File: src/rtl/smbs_pkg.sv
package smbs_pkg;

    localparam int ADDR_W = 7;
    localparam int DATA_W = 8;
    localparam int CNT_W  = $clog2(DATA_W);

    // Sampled bus view with derived events
    typedef struct packed {
        logic scl;
        logic sda;
        logic scl_rise;
        logic scl_fall;
        logic start;
        logic stop;
    } bus_ev_t;

    typedef enum logic [3:0] {
        PH_IDLE,
        PH_ADDR,
        PH_ADDR_DEC,
        PH_ADDR_ACK,
        PH_WR,
        PH_WR_DEC,
        PH_WR_ACK,
        PH_RD,
        PH_RD_CHK
    } phase_e;

    // Tri-level strap code to level index 0..2; code 11 aliases open
    function automatic logic [1:0] strap_level(input logic [1:0] code);
        return (code == 2'b11) ? 2'b01 : code;
    endfunction

    // Nine-entry address decode: base picked by strap0, offset by strap1
    function automatic logic [ADDR_W-1:0] strap_addr(input logic [1:0] s0,
                                                     input logic [1:0] s1);
        logic [ADDR_W-1:0] base;
        case (strap_level(s0))
            2'b00:   base = 7'h18;
            2'b01:   base = 7'h29;
            default: base = 7'h4C;
        endcase
        return base + {{(ADDR_W-2){1'b0}}, strap_level(s1)};
    endfunction

endpackage

File: src/rtl/smbs_sync.sv
module smbs_sync
    import smbs_pkg::*;
#(
    parameter int STAGES = 2
) (
    input  logic    clk,
    input  logic    rst,
    input  logic    scl_i,
    input  logic    sda_i,
    output bus_ev_t ev
);

    localparam int LINES = 2;

    logic [LINES-1:0] raw;
    logic [LINES-1:0] cur;
    logic [LINES-1:0] prev;

    assign raw = {scl_i, sda_i};

    for (genvar g = 0; g < LINES; g++) begin : g_line
        logic [STAGES-1:0] chain;
        always_ff @(posedge clk) begin
            if (rst) begin
                chain <= '1;
            end else begin
                chain <= {chain[STAGES-2:0], raw[g]};
            end
        end
        assign cur[g] = chain[STAGES-1];
    end

    always_ff @(posedge clk) begin
        if (rst) begin
            prev <= '1;
        end else begin
            prev <= cur;
        end
    end

    always_comb begin
        ev.scl      = cur[1];
        ev.sda      = cur[0];
        ev.scl_rise = cur[1] & ~prev[1];
        ev.scl_fall = ~cur[1] & prev[1];
        ev.start    = cur[1] & prev[1] & prev[0] & ~cur[0];
        ev.stop     = cur[1] & prev[1] & ~prev[0] & cur[0];
    end

endmodule

File: src/rtl/smbs_strap.sv
module smbs_strap
    import smbs_pkg::*;
(
    input  logic              clk,
    input  logic              rst,
    input  logic [1:0]        strap0_i,
    input  logic [1:0]        strap1_i,
    output logic [ADDR_W-1:0] dev_addr,
    output logic              addr_valid
);

    always_ff @(posedge clk) begin
        if (rst) begin
            dev_addr   <= '0;
            addr_valid <= 1'b0;
        end else if (!addr_valid) begin
            dev_addr   <= strap_addr(strap0_i, strap1_i);
            addr_valid <= 1'b1;
        end
    end

endmodule

File: src/rtl/smbs_engine.sv
module smbs_engine
    import smbs_pkg::*;
(
    input  logic              clk,
    input  logic              rst,
    input  bus_ev_t           ev,
    input  logic [ADDR_W-1:0] dev_addr,
    input  logic              addr_valid,
    input  logic [DATA_W-1:0] rd_data_i,
    output logic              sda_pull_o,
    output logic              wr_strobe_o,
    output logic [DATA_W-1:0] wr_data_o,
    output logic              rd_req_o
);

    localparam logic [CNT_W-1:0] LAST_BIT = CNT_W'(DATA_W - 1);

    phase_e            phase;
    logic [CNT_W-1:0]  bit_cnt;
    logic [DATA_W-1:0] shreg;
    logic              is_read;
    logic              addr_hit;

    assign addr_hit = addr_valid && (shreg[DATA_W-1:1] == dev_addr);

    always_ff @(posedge clk) begin
        if (rst) begin
            phase       <= PH_IDLE;
            bit_cnt     <= '0;
            shreg       <= '0;
            is_read     <= 1'b0;
            sda_pull_o  <= 1'b0;
            wr_strobe_o <= 1'b0;
            wr_data_o   <= '0;
            rd_req_o    <= 1'b0;
        end else begin
            wr_strobe_o <= 1'b0;
            rd_req_o    <= 1'b0;
            if (ev.start) begin
                phase      <= PH_ADDR;
                bit_cnt    <= '0;
                sda_pull_o <= 1'b0;
            end else if (ev.stop) begin
                phase      <= PH_IDLE;
                sda_pull_o <= 1'b0;
            end else begin
                case (phase)
                    PH_ADDR: begin
                        if (ev.scl_rise) begin
                            shreg   <= {shreg[DATA_W-2:0], ev.sda};
                            bit_cnt <= bit_cnt + 1'b1;
                            if (bit_cnt == LAST_BIT) phase <= PH_ADDR_DEC;
                        end
                    end
                    PH_ADDR_DEC: begin
                        if (ev.scl_fall) begin
                            if (addr_hit) begin
                                is_read    <= shreg[0];
                                sda_pull_o <= 1'b1;
                                phase      <= PH_ADDR_ACK;
                                if (shreg[0]) begin
                                    shreg    <= rd_data_i;
                                    rd_req_o <= 1'b1;
                                end
                            end else begin
                                phase <= PH_IDLE;
                            end
                        end
                    end
                    PH_ADDR_ACK: begin
                        if (ev.scl_fall) begin
                            bit_cnt <= '0;
                            if (is_read) begin
                                sda_pull_o <= ~shreg[DATA_W-1];
                                phase      <= PH_RD;
                            end else begin
                                sda_pull_o <= 1'b0;
                                phase      <= PH_WR;
                            end
                        end
                    end
                    PH_WR: begin
                        if (ev.scl_rise) begin
                            shreg   <= {shreg[DATA_W-2:0], ev.sda};
                            bit_cnt <= bit_cnt + 1'b1;
                            if (bit_cnt == LAST_BIT) phase <= PH_WR_DEC;
                        end
                    end
                    PH_WR_DEC: begin
                        if (ev.scl_fall) begin
                            wr_strobe_o <= 1'b1;
                            wr_data_o   <= shreg;
                            sda_pull_o  <= 1'b1;
                            phase       <= PH_WR_ACK;
                        end
                    end
                    PH_WR_ACK: begin
                        if (ev.scl_fall) begin
                            sda_pull_o <= 1'b0;
                            phase      <= PH_IDLE;
                        end
                    end
                    PH_RD: begin
                        if (ev.scl_fall) begin
                            bit_cnt <= bit_cnt + 1'b1;
                            if (bit_cnt == LAST_BIT) begin
                                sda_pull_o <= 1'b0;
                                phase      <= PH_RD_CHK;
                            end else begin
                                shreg      <= {shreg[DATA_W-2:0], 1'b0};
                                sda_pull_o <= ~shreg[DATA_W-2];
                            end
                        end
                    end
                    PH_RD_CHK: begin
                        // host response sampled on the ninth rise; either way the byte is done
                        if (ev.scl_rise) phase <= PH_IDLE;
                    end
                    default: phase <= PH_IDLE;
                endcase
            end
        end
    end

endmodule

File: src/rtl/smb_strap_slave.sv
module smb_strap_slave
    import smbs_pkg::*;
#(
    parameter int SYNC_STAGES = 2
) (
    input  logic              clk,
    input  logic              rst,
    input  logic              scl_i,
    input  logic              sda_i,
    input  logic [1:0]        strap0_i,
    input  logic [1:0]        strap1_i,
    input  logic [DATA_W-1:0] rd_data_i,
    output logic              sda_pull_o,
    output logic              wr_strobe_o,
    output logic [DATA_W-1:0] wr_data_o,
    output logic              rd_req_o
);

    bus_ev_t           bus_ev;
    logic [ADDR_W-1:0] dev_addr;
    logic              addr_valid;

    smbs_sync #(.STAGES(SYNC_STAGES)) u_sync (
        .clk   (clk),
        .rst   (rst),
        .scl_i (scl_i),
        .sda_i (sda_i),
        .ev    (bus_ev)
    );

    smbs_strap u_strap (
        .clk        (clk),
        .rst        (rst),
        .strap0_i   (strap0_i),
        .strap1_i   (strap1_i),
        .dev_addr   (dev_addr),
        .addr_valid (addr_valid)
    );

    smbs_engine u_engine (
        .clk         (clk),
        .rst         (rst),
        .ev          (bus_ev),
        .dev_addr    (dev_addr),
        .addr_valid  (addr_valid),
        .rd_data_i   (rd_data_i),
        .sda_pull_o  (sda_pull_o),
        .wr_strobe_o (wr_strobe_o),
        .wr_data_o   (wr_data_o),
        .rd_req_o    (rd_req_o)
    );

endmodule

File: config.mk
export PLATFORM = sky130hd
export DESIGN_NAME = smb_strap_slave
export DESIGN_NICKNAME = d
export VERILOG_FILES = /design/src/rtl/smbs_pkg.sv /design/src/rtl/smbs_sync.sv /design/src/rtl/smbs_strap.sv /design/src/rtl/smbs_engine.sv /design/src/rtl/smb_strap_slave.sv
export SDC_FILE = /design/constraint.sdc
export NUM_CORES = 1
export LEC_CHECK = 0
export BUFFER_PORTS_ARGS = -buffer_cell sky130_fd_sc_hd__buf_2
export CORE_MARGIN = 4
export CORE_UTILIZATION = 45
export DETAILED_ROUTE_END_ITERATION = 10
export HOLD_SLACK_MARGIN = 0.1
export REMOVE_ABC_BUFFERS = 1
export SLEW_MARGIN = 10
export SYNTH_ARGS = -nofsm -noshare
export SYNTH_HDL_FRONTEND = slang
export SYNTH_HIERARCHICAL = 1
export SYNTH_SLANG_ARGS = --single-unit
File: constraint.sdc
create_clock -name clk -period 2.33 [get_ports clk]
set_input_delay 0.5825 -clock clk [delete_from_list [all_inputs] [get_ports clk]]
set_output_delay 0.5825 -clock clk [all_outputs]
set_load 0.005 [all_outputs]
# == After elaboration in Yosys (flattened, before gate mapping) ==
# Cells that the tools add are included.
# op_classes
addsub,2
n_eq_ne,39
mux,44
bitwise,19
reduce_logical,18
# op_table
operator,n
$mux W8,6
$mux W4,11
$ne A4 B4 Y1 const B,8
$pmux W4 S8,1
$pmux W8 S3,1
$reduce_and A11 Y1,2
$ne A2 B2 Y1 const B,9
$eq A4 B3 Y1 const B,4
$mux W7,2
$pmux W7 S2,1
$mux W1,13
$ne A2 B1 Y1 const B,6
$ne A4 B3 Y1 const B,3
$not A1 Y1,12
$reduce_and A5 Y1,2
$mux W3,3
$pmux W3 S3,1
$reduce_and A9 Y1,1
$eq A4 B2 Y1 const B,2
$mux W2,4
$reduce_and A8 Y1,1
$add A7 B2 Y7,1
$and A1 B1 Y1,7
$eq A7 B7 Y1,1
17 further kinds,20
# word_totals
regBits,41
inputBits,16
output_inout_bits,11
word_cells,137

# == Depth between registers and ports, before layout ==
# Gate-level depths: netlist (run 1).
# depth
depth_word,7
depth_mapped,7

# == By module ==
# The synthesis (run 1) kept the hierarchy.
# modules_own_cells
module,n_inst,cells_each,area_per_inst_um2,seq_area_each_um2
smbs_engine,1,186,1599.0,540.5
smbs_strap,1,36,344.1,160.2
smbs_sync,1,18,205.2,120.1

# == Worst setup path before layout (run 1) ==
# Ideal clock, no wire load.
# synth_path
path_kind,register -> register
start,register u_engine.bit_cnt[0]
end,register u_engine.shreg[1]
setup_ps,123
t_arrival_ps,1824
required_time_ps,2207
setup_slack_ps,383
path_stages_with_launch,8
period_less_slack_ps,1947
path_cell_list,dfxtp_1 > ha_1 > ha_1 > nand4b_1 > o311ai_1 > nand4_1 > nor2_2 > mux2_1
# synth_between
elab_chain_len,3
# synth_lines
element,line,rtl
from (decl),smbs_engine.sv:19,logic [CNT_W-1:0] bit_cnt;
from (signal assigned),smbs_engine.sv:51,bit_cnt <= bit_cnt + 1'b1;
from (signal assigned),smbs_engine.sv:85,bit_cnt <= bit_cnt + 1'b1;
from (signal assigned),smbs_engine.sv:105,bit_cnt <= bit_cnt + 1'b1;
$eq A3 B3 Y1,smbs_engine.sv:106,if (bit_cnt == LAST_BIT) begin
$ne A2 B2 Y1 (no line),-,
$reduce_and A9 Y1 (no line),-,
to (signal assigned),smbs_engine.sv:62,shreg <= rd_data_i;
to (signal assigned),smbs_engine.sv:84,"shreg <= {shreg[DATA_W-2:0], ev.sda};"
to (signal assigned),smbs_engine.sv:110,"shreg <= {shreg[DATA_W-2:0], 1'b0};"
to (decl),smbs_engine.sv:20,logic [DATA_W-1:0] shreg;
# Every way passes these cells.
# A chain may end at the register's enable or synchronous reset.

# == Worst setup path after layout (run 1) ==
# layout_path
start,register u_engine.phase[2]
end,register u_engine.shreg[1]
# layout_between
elab_chain_len,4
word_cells_on_any_way,14
classes_between,eq/ne (10); mux (1); reduce/logical (3)
# layout_lines
element,line,rtl
from (decl),smbs_engine.sv:18,phase_e phase;
from (signal assigned),smbs_engine.sv:28,phase <= PH_IDLE;
from (signal assigned),smbs_engine.sv:40,phase <= PH_ADDR;
from (signal assigned),smbs_engine.sv:44,phase <= PH_IDLE;
$eq A4 B1 Y1 / $eq A4 B3 Y1 (equally long branches),smbs_engine.sv:47,case (phase)
$reduce_or A2 Y1 (no line),-,
$ne A2 B1 Y1 (no line) / $reduce_bool A3 Y1 (equally long branches),-,
$reduce_and A9 Y1 (no line),-,
to (signal assigned),smbs_engine.sv:50,"shreg <= {shreg[DATA_W-2:0], ev.sda};"
to (signal assigned),smbs_engine.sv:62,
to (signal assigned),smbs_engine.sv:84,
# Several ways; a longest one is shown, not always the timed one.

==> results of run 1 <==
==> state kept, by name, indices dropped and copies added (netlist names) <==
name,flops
u_engine/phase,4
u_engine/is_read,1
u_engine/rd_req_o,1
u_engine/wr_strobe_o,1
u_engine/shreg,8
u_strap/addr_valid,1
u_strap/dev_addr,7
u_engine/wr_data_o,8
u_sync/g_line.chain,4
u_engine/sda_pull_o,1
u_sync/prev,2
u_engine/bit_cnt,3
==> metal layers <==
layer	routed length [um]	share of wire	GRT usage	vias up
met5	0	0	0	-
met4	61	0.013	0.0534	0
met3	203	0.043	0.0398	8
met2	2120	0.45	0.261	40
met1	2370	0.50	0.233	858
li1	-	-	-	933
==> per-stage QoR <==
step	cell area [sq um]	worst slack (ps)	hold WS (ps)	total power [mW]
after global routing	2480	43.9	426	1.62
after global placement	2370	261	385	0.972
final	2480	204	411	1.53
after floorplan	2050	313	383	0.894
after CTS	2480	258	414	1.55
after detailed placement	2370	281	395	0.972
==> final timing paths <==
kind / startpoint / end / slack, ps / cells past startpoint
max: u_engine/phase[2]$_SDFFE_PP0P_ / u_engine/shreg[1]$_SDFFE_PP0P_ / 200 / 6
min: u_sync/g_line[0].chain[0]$_SDFF_PP1_ / u_sync/g_line[0].chain[1]$_SDFF_PP1_ / 410 / 1
max reg2reg: u_engine/phase[2]$_SDFFE_PP0P_ / u_engine/shreg[1]$_SDFFE_PP0P_ / 200 / 6
min reg2reg: u_sync/g_line[0].chain[0]$_SDFF_PP1_ / u_sync/g_line[0].chain[1]$_SDFF_PP1_ / 410 / 1
==> where the power goes <==
group          switching (mW)  internal [mW]
Clock                   0.254          0.321
Sequential             0.0310          0.727
Combinational           0.104         0.0953
==> area by class of cell <==
cell class | instances | share of cell area
Multi-Input combinational cell | 172 | 0.484
Sequential cell | 41 | 0.331
Timing Repair Buffer | 42 | 0.101
Clock buffer | 5 | 0.0278
Tap cell | 52 | 0.0262
Clock inverter | 3 | 0.0177
Inverter | 8 | 0.0121
==> worst max-delay path, cell delays in order, from the launching register on <==
cell,delay (ps)
dfxtp_1,640
buf_4,230
nand4b_1,110
o311ai_1,140
nand4_1,360
nor2_2,210
mux2_1,330
==> metrics.csv, run 1 <==
metric;value;unit
drt_pass1_iterations;5;
die_y;77.0;um
synthesis.area;2140;sq um
viasPerCell;5.69;
detail_route.wl_per_cell;14.7;um
setup_viol;0;
n_antenna_cell;0;
hold_viol_final;0;
post_cts_buffers;0;
grt_max_degree;21;
drc_errors;0;
die_w;77.0;um
p_leak;1.13;nW
layout_min_cycle_time;2130;ps
grt_pass1_wl;8.07;mm
maxCapViolations;0;
cts_root_buf;clkbuf_8;
synthCells;239;
cts_buffer_depth;2;
arrival;2320;ps
die_area;5930;sq um
cts_tree;done;
crit_path_end_kind;flip-flop;
placed_cells;315;
initial_core_util;0.478;
drt-total-wl;4.76;mm
rows;24;
cts_resized;0;
rsz0062_at_grt;no;
ant_nets;0;
fin_cells;323;
hp-class;flip-flop to flip-flop;
critical_path_required;2520;ps
antenna_found_initial;0;
grt_usage;0.169;
cts_buffers;5;
ctsHoldBuffers;0;
crit_path_start_kind;flip-flop;
layout_common_cells;dfxtp_1 (41), buf_2 (26), nor2_1 (24);
core-area;4470;sq um
regArea;821;sq um
maxSlewHeadroom;0.653;
drt_iter0_markers;168;
fin_crit_sh;0.913;
nFillCells;431;
slew_viol_final;0;
globalplace.congestion;0.869;
grt_pass1_vias;1667;
grt_overflow;0;
numPortBuffers;26;
io_pins;27;
clkTransAtPathRegs;90;ps
run_status;finished, final reports clean;
cts_sinks;41;
clock_latency;290;ps
power.density;618;nW/um^2
vias;1839;
critical_path_class;flip-flop to flip-flop;
yosysWarnings;6;
syn_avg_cell_area;8.96;sq um
utilization;0.554;
syn2layout_area_growth;15.8;%
critPathMaxFanout;16;
dp_hpwl;3.59;mm
fmax;470;MHz
ir_drop;0.341;mV
multi_input_area;1200;sq um
setup_tns;0;ps
finalClockSkew;6.14;ps
drive_gt1_frac;0.196;
tightest_slew;513;ps
fin_nets;289;
final_common_cell;dfxtp_1;
h-tree-depth;2;
(Power assumes the default switching activity.)
==> run 2: changes to the inputs <==
--- a/config.mk
+++ b/config.mk
@@ -5,12 +5,12 @@
 export SDC_FILE = /design/constraint.sdc
 export NUM_CORES = 1
 export LEC_CHECK = 0
+export ABC_CLOCK_PERIOD_IN_PS = 2330
 export BUFFER_PORTS_ARGS = -buffer_cell sky130_fd_sc_hd__buf_2
 export CORE_MARGIN = 4
 export CORE_UTILIZATION = 45
 export DETAILED_ROUTE_END_ITERATION = 10
 export HOLD_SLACK_MARGIN = 0.1
-export REMOVE_ABC_BUFFERS = 1
 export SLEW_MARGIN = 10
 export SYNTH_ARGS = -nofsm -noshare
 export SYNTH_HDL_FRONTEND = slang
==> run 2 against run 1 <==
Against the previous run:
- register-to-register slack gained 30 ps
- fmax grew 1.2%
- utilization grew 0.11 points
- setup slack gained 26 ps
- non-clock buffer count grew 2
- final cell count grew 0.62%
- clock skew grew 4.1 ps
- global-route usage grew 0.59 points
- hold slack lost 3.8 ps
- critical path type unchanged
- critical endpoint is now u_engine/shreg[4]$_SDFFE_PP0P_
==> metrics.csv, run 2 (synthesized netlist as in run 1, its figures left out) <==
metric;value;unit;change
setup_viol;0;;unchanged
crit_path_start_kind;flip-flop;;
power_frac_clock;0.337;;-0.038
fmax;476;MHz;+1.2%
layout_common_cells;dfxtp_1 (41), buf_2 (26), nor2_1 (24);;
tightest_slew;560;ps;+46.2 ps
p_int;1.07;mW;-6.7%
drt_iter0_markers;135;;-20%
globalplace.congestion;0.859;;-1.2%
fin_cells;325;;+0.62%
drt-total-wl;4.91;mm;+3.2%
clock_latency;300;ps;about the same
critPathMaxFanout;16;;unchanged
initial_core_util;0.478;;unchanged
fin_nets;291;;+0.69%
run_status;finished, final reports clean;;
hp-class;flip-flop to flip-flop;;
p_total;1.45;mW;-5.3%
cts_root_buf;clkbuf_8;;
cts_tree;done;;
power.density;584;nW/um^2;-5.5%
viasPerCell;5.68;;-0.24%
p_switching;0.385;mW;-1.1%
slew_viol_final;0;;unchanged
cts_buffers;5;;unchanged
rsz0062_at_grt;no;;
reg.largest.list;u_engine/shreg: 8 flops, u_engine/wr_data_o: 8 flops, u_strap/dev_addr: 7 flops;;
p_sw_frac;0.265;;+0.0111
numPortBuffers;26;;unchanged
critical_path_class;flip-flop to flip-flop;;
die_area;5930;sq um;unchanged
detail_route.wl_per_cell;15.1;um;+2.5%
grt_max_degree;19;;-9.5%
hold_viol_final;0;;unchanged
maxCapViolations;0;;unchanged
crit_path_end_kind;flip-flop;;
rows;24;;unchanged
grt_pass1_vias;1684;;+1.0%
drt_pass1_iterations;4;;-1
p_comb_frac;0.141;;+0.011
synth_nets;258;;
final_common_cell;dfxtp_1;;
timing.hold.ws;408;ps;-3.76 ps
grt_pass1_wl;8.16;mm;+1.0%
syn2layout_area_growth;16.0;%;
setup_tns;0;ps;unchanged
cts_buffer_depth;2;;unchanged
dp_hpwl;3.61;mm;+0.60%
grt_usage;0.175;;+0.00591
layout_min_cycle_time;2100;ps;-25.6 ps
p_leak;1.14;nW;+0.68%
finalClockSkew;10.2;ps;+4.06 ps
utilization;0.555;;+0.00112
ant_nets;0;;unchanged
vias;1846;;+0.38%
maxSlewHeadroom;0.626;;-0.0265
n_antenna_cell;0;;unchanged
critical_path_required;2520;ps;about the same
cts_sinks;41;;unchanged
grt_overflow;0;;unchanged
core-area;4470;sq um;unchanged
io_pins;27;;unchanged
antenna_found_initial;0;;unchanged
die_y;77.0;um;unchanged
clkTransAtPathRegs;80;ps;about the same
drive_gt1_frac;0.205;;+0.00956
seqPwrFrac;0.522;;+0.027
die_w;77.0;um;unchanged
h-tree-depth;2;;unchanged
fin_crit_sh;0.902;;-0.0110
placed_cells;317;;+0.63%
ir_drop;0.398;mV;+17%
arrival;2290;ps;-30 ps
drc_errors;0;;unchanged
[run 2: worst paths after layout]
path | from | endpoint | slack, ps | cells after the start
min | u_sync/g_line[1].chain[0]$_SDFF_PP1_ | u_sync/g_line[1].chain[1]$_SDFF_PP1_ | 410 | 1
min reg2reg | u_sync/g_line[1].chain[0]$_SDFF_PP1_ | u_sync/g_line[1].chain[1]$_SDFF_PP1_ | 410 | 1
max reg2reg | u_engine/phase[2]$_SDFFE_PP0P_ | u_engine/shreg[4]$_SDFFE_PP0P_ | 230 | 6
max | u_engine/phase[2]$_SDFFE_PP0P_ | u_engine/shreg[4]$_SDFFE_PP0P_ | 230 | 6
[run 2: layout make-up]
cell class / count / area (sq um)
clock buffer: 6 / 82.6
clock inverter: 2 / 13.8
fill: 438 / 1990
inverter: 8 / 30.0
multi-input combinational: 172 / 1210
sequential: 41 / 821
tap: 52 / 65.1
timing repair buffer: 44 / 265
[run 2: layer usage]
metal	part of all wire	wire, um	vias to the layer above	global-route usage
li1	-	-	929	-
met1	0.50	2460	858	0.243
met2	0.43	2100	52	0.261
met3	0.052	257	7	0.0398
met4	0.017	82	0	0.0694
met5	0	0	-	0
[run 2: stage by stage]
step	setup slack, ps	cell area, sq um
global placement	210	2380
detailed placement	186	2380
CTS	169	2480
floorplan	383	2140
global route	63.3	2480
finish	229	2480
[run 2: power by group through the flow]
stage	logic [mW]	clock network, mW	registers, mW
2_1_floorplan	0.149	0	0.760
3_5_place_dp	0.202	0	0.775
3_3_place_gp	0.201	0	0.774
6_report	0.204	0.489	0.758
4_1_cts	0.203	0.507	0.758
5_1_grt	0.230	0.548	0.763
[run 2: what timing repair did]
| item | 4_1_cts | 5_1_grt |
|---|---|---|
| setup endpoints to repair | 0 | 4 |
| buffers inserted | 0 | 0 |
| resized for setup | 0 | 1 |
| hold buffers | 0 | 0 |
[run 2: worst max-delay path, cell delays in order, from the launching register on]
cell      delay (ps)
dfxtp_1          660
nor4b_1          480
a211oi_1         140
buf_4            190
a22o_1           170
o31ai_1          190
o21ba_1          170
